===== config.mk =====
export PLATFORM = sky130hd
export DESIGN_NAME = bpc_decide
export DESIGN_NICKNAME = d
export VERILOG_FILES = /design/src/rtl/bpc_pkg.sv /design/src/rtl/bpc_decide.sv
export SDC_FILE = /design/constraint.sdc
export NUM_CORES = 1
export LEC_CHECK = 0
export BUFFER_PORTS_ARGS = -buffer_cell sky130_fd_sc_hd__clkbuf_2
export CAP_MARGIN = 20
export CORE_AREA = 4 4 44 46
export DETAILED_ROUTE_END_ITERATION = 12
export DIE_AREA = 0 0 48 50
export PLACE_DENSITY = 0.73
export SYNTH_ARGS = -nofsm -noshare
export SYNTH_HDL_FRONTEND = slang
export SYNTH_SLANG_ARGS = --single-unit

===== constraint.sdc =====
create_clock -name vclk -period 2.8
set_input_delay 0.42 -clock vclk [all_inputs]
set_output_delay 0.42 -clock vclk [all_outputs]
set_load 0.1 [all_outputs]

===== src/rtl/bpc_pkg.sv =====
package bpc_pkg;

    typedef enum logic [1:0] {
        KIND_FETCH = 2'd0,
        KIND_READ  = 2'd1,
        KIND_WRITE = 2'd2,
        KIND_RSVD  = 2'd3
    } kind_e;

    // rights triple: bit0 read, bit1 write, bit2 execute
    localparam int RIGHT_RD = 0;
    localparam int RIGHT_WR = 1;
    localparam int RIGHT_EX = 2;

    typedef struct packed {
        logic [2:0] sup;
        logic [2:0] usr;
    } perm_t;

    localparam perm_t PERM_RESET = '{sup: 3'b111, usr: 3'b000};

    function automatic logic right_for_kind(input logic [2:0] rights, input kind_e kind);
        case (kind)
            KIND_FETCH: right_for_kind = rights[RIGHT_EX];
            KIND_READ:  right_for_kind = rights[RIGHT_RD];
            KIND_WRITE: right_for_kind = rights[RIGHT_WR];
            default:    right_for_kind = 1'b0;
        endcase
    endfunction

    function automatic logic [2:0] rights_for_level(input perm_t p, input logic sup);
        rights_for_level = sup ? p.sup : p.usr;
    endfunction

endpackage


===== src/rtl/bpc_decide.sv =====
module bpc_decide
    import bpc_pkg::*;
#(
    parameter int N_REGIONS = 8,
    localparam int REG_W    = $clog2(N_REGIONS)
) (
    input  perm_t [N_REGIONS-1:0] table_q,
    input  logic [REG_W-1:0]      region,
    input  logic                  sup_eff,
    input  logic [1:0]            kind,
    output logic                  allow
);
    localparam logic [REG_W-1:0] CTRL_REGION = REG_W'(N_REGIONS - 1);

    logic [2:0] rights;
    logic       ctrl_block;

    always_comb begin
        rights     = rights_for_level(table_q[region], sup_eff);
        ctrl_block = !sup_eff && (region == CTRL_REGION);
        allow      = right_for_kind(rights, kind_e'(kind)) && !ctrl_block;
    end
endmodule


After elaboration in Yosys (flattened, before gate mapping)

Cells that the tools add are included.

Reductions and logical operators: 5
$add $sub $neg: 0
Shift-type cells: 0
Multiply operators: 0
Div/mod/pow operators: 0
Bitwise logic cells: 0
Order comparisons: 1
Muxes and demuxes: 4
Equality and inequality tests: 3

Operators by type and width:

| kind                                                 | count |
|---|---|
| binary-select mux 6 bit (select 3 bit)               | 1 |
| 2-to-1 mux 6 bit                                     | 1 |
| < comparator 3 x 4 -> 1 bit (second input constant)  | 1 |
| equality test 3 bit (second input constant)          | 1 |
| 2-to-1 mux 3 bit                                     | 1 |
| one-hot mux 1 bit (3 select lines)                   | 1 |
| equality test 2 x 1 -> 1 bit (second input constant) | 1 |
| equality test 2 bit (second input constant)          | 1 |
| logical AND 1 bit                                    | 2 |
| logical NOT 1 bit                                    | 2 |
| logical NOT 2 bit                                    | 1 |

Bits in latches: 0
Output and inout port bits: 1
Memory bits (writable): 0
Logic and storage cells: 13
ROM bits: 0
Bits in registers: 0
Memories: 0

Longest topological paths before layout

Depth after elaboration: 5
Depth in mapped cells: 7
Gate-level depth less buffers: 5

Worst setup path after synthesis

OpenSTA, ideal clock, no wires.

Path type: in2out
Start: input region[0]
End: output allow
Data required time: 2380 ps
Data arrival time: 3052 ps
Stages: 7
Setup slack: -672 ps
Cell sequence: buf_6 -> buf_8 -> mux2i_1 -> a221oi_1 -> o21ai_1 -> a311o_1 -> a32oi_1

Cells in the longest elaborated chain, start to end: 5

Ends and longest elaborated chain:

| what                                   | RTL line         | RTL |
|---|---|---|
| start, declared                        | bpc_decide.sv:8  | `input logic [REG_W-1:0] region,` |
| binary-select mux 6 bit (select 3 bit) | bpc_decide.sv:19 | `rights = rights_for_level(table_q[region], sup_eff);` |
| 2-to-1 mux 6 bit (not written as such) | bpc_decide.sv:19 |  |
| 2-to-1 mux 3 bit                       | bpc_pkg.sv:32    | `rights_for_level = sup ? p.sup : p.usr;` |
| one-hot mux 1 bit (3 select lines)     | bpc_pkg.sv:23    | `case (kind)` |
| logical AND 1 bit (*)                  | bpc_decide.sv:21 | `allow = right_for_kind(rights, kind_e'(kind)) && !ctrl_block;` |
| end, declared                          | bpc_decide.sv:11 | `output logic allow` |

Mark *: on every way between the ends. The rest lies on a longest branch, timed or not. The select of a mux whose other input is x is not followed.

Final worst setup path

Same ends and word-level chain as after synthesis.

==> metrics <==
biggest cell delay along the critical path=0.37 ns; Yosys warning count=0; Setup Crit Path Kind=in -> out; Worst Hold Launch=kind[0]; end-of-flow core utilization=0.523; antenna violation net count after detailed routing=0; largest area contributor in the netlist=mux4_1; Final Hold Viols=0; Die ar.=0.00240 mm^2; arrival time of the worst setup path=2.20 ns; # Max-Cap Violations=0; transition time at the pin with the least slew margin=between 0.3 and 0.4 ns; Min Hold Slack=1.25 ns; cts hold-fix bufs=0; achievable clock frequency=~380 MHz; crit end category=primary output; Static Leakage=just over 0.4 nW; number of setup violations in the final report=0; worst IR drop on VDD=0.0980 mV; global-route usage over all layers=0.130; overall die width=48 um; result of the run=complete, no violations; synthesis-to-finish area growth=71.2%; number of flip-flops and latches=0; worst hold path stage count=4; vias after detailed routing=579; Startpoint Class=input pin; Max Slew Vio Count=0; Total Negative Setup Slacks=0 ns; most common cell after layout, fill and taps aside=clkbuf_2; routed via count divided by cell count=5.31; relative slew slack=0.781; First DRT Iteration DRCs=11; initial antenna violation count=0; worst path required time=2.38 ns; cell area after synthesis=approximately 460 um^2; gate count of the mapped netlist=37; cell types occupying the most area after synthesis=mux4_1 40%, mux4_2 15%, mux2i_1 8.7%, nor2b_1 4.1%, a221oi_1 3.8%; Seq/Total Area, Yosys=0; Critical path buffers and inverters=3; average detailed-routed wire length per instance=12.8 um; ports placed on the boundary=55; Ant. Diodes=0; synthesized area divided by synthesized cell count=between 10 and 15 um^2; count of port buffers added during placement=55; Power Dens Cells=156 mW/mm^2; final-layout clock buffer total=0; RSZ-0062 raised after global routing=false; Hold/Removal Path Class=in -> out; Vert. Die Dim=50 um; wire length of the first global-routing pass=roughly 2.5 mm; Yosys top cell area share=0.399; HPWL after detailed placement=1.37 mm; largest net degree at the start of global routing=9; number of iterations in the first detailed-routing pass=4; remaining global-route overflow=0; Worst path top cell family by delay=compound AO/OA/AOI/OAI gates; standard cell core area=0.00151 mm^2; minimum clock period=2.62 ns; sequential cell area in the final layout=0 um^2; Final Net Count=149; commonest non-fill, non-tap cells in the layout=54 x clkbuf_2, 7 x mux4_1, 4 x mux2i_1, 4 x buf_4; Crit path depth=8; share of post-route cells with drive strength above 1=0.688; launch point of the critical path=region[0]; critical path fanouts, max=8; final WL=between 1 and 1.5 mm; final weighted congestion of routability-driven global placement=0.681; buffers inserted during post-CTS setup optimization=0; via count of the first global-routing pass=between 600 and 700; library cells used by synthesis=21; number of resized instances in the post-cts repair step=0; net count after synthesis=91; Placement Rows=14; cell breakdown of the critical path=clkbuf_2 > buf_4 > mux2i_1 > a221oi_1 > a22oi_1 > a311o_1 > a32oi_4 > buf_12; drt drc=0; initial core utilization=0.306; portion of the clock cycle consumed by the worst path in the final layout=0.935; slowest CP cell=a311o_1
[final timing paths]
path | slack (ns) | endpoint
worst min-delay path | 1.25 | allow
worst max-delay path | 0.18 | allow
[logic make-up (layout without fill, tap and decap cells)]
| kind of cell | after synthesis | count (layout) | synth area share |
|---|---|---|---|
| AO/OA/AOI/OAI | 10 | 10 | 0.187 |
| multiplexers | 14 | 14 | 0.633 |
| buffers and inverters | 4 | 60 | 0.0761 |
| AND/OR/NAND/NOR | 9 | 9 | 0.103 |
[through the flow]
stage / cell area (um^2) / power (mW) / setup WS [ns] / instances
after global routing: 788 / 0.135 / 0.0608 / 109
after CTS: 788 / 0.125 / 0.160 / 109
after floorplan: 479 / 0.0731 / 0.109 / 37
after detailed placement: 788 / 0.125 / 0.157 / 109
after global placement: 788 / 0.123 / 0.171 / 109
final: 788 / 0.123 / 0.183 / 109
[area by class of cell]
cell class | instances | area [um^2]
timing repair buffer | 59 | 320
fill | 148 | 718
inverter | 1 | 3.75
tap | 16 | 20.0
multi-input combinational | 33 | 444
[power by group]
part | switching, mW | internal (mW)
clock network | 0 | 0
logic | 0.0504 | 0.0730
registers | 0 | 0
total | 0.0504 | 0.0730
[routing by layer]
metal	vias up	global-route usage	wire length [um]
met3	0	0.0400	245
met5	-	0	0
met1	251	0.173	492
li1	286	-	-
met4	0	0	0
met2	42	0.216	661
[cells in the mapped netlist, types with 2 or more instances]
master and n:
nand2_1 2, a22oi_1 2, mux2i_1 4, mux4_2 3, nor2b_1 3, a221oi_1 2
mux4_1 7
(Power assumes the default switching activity.)
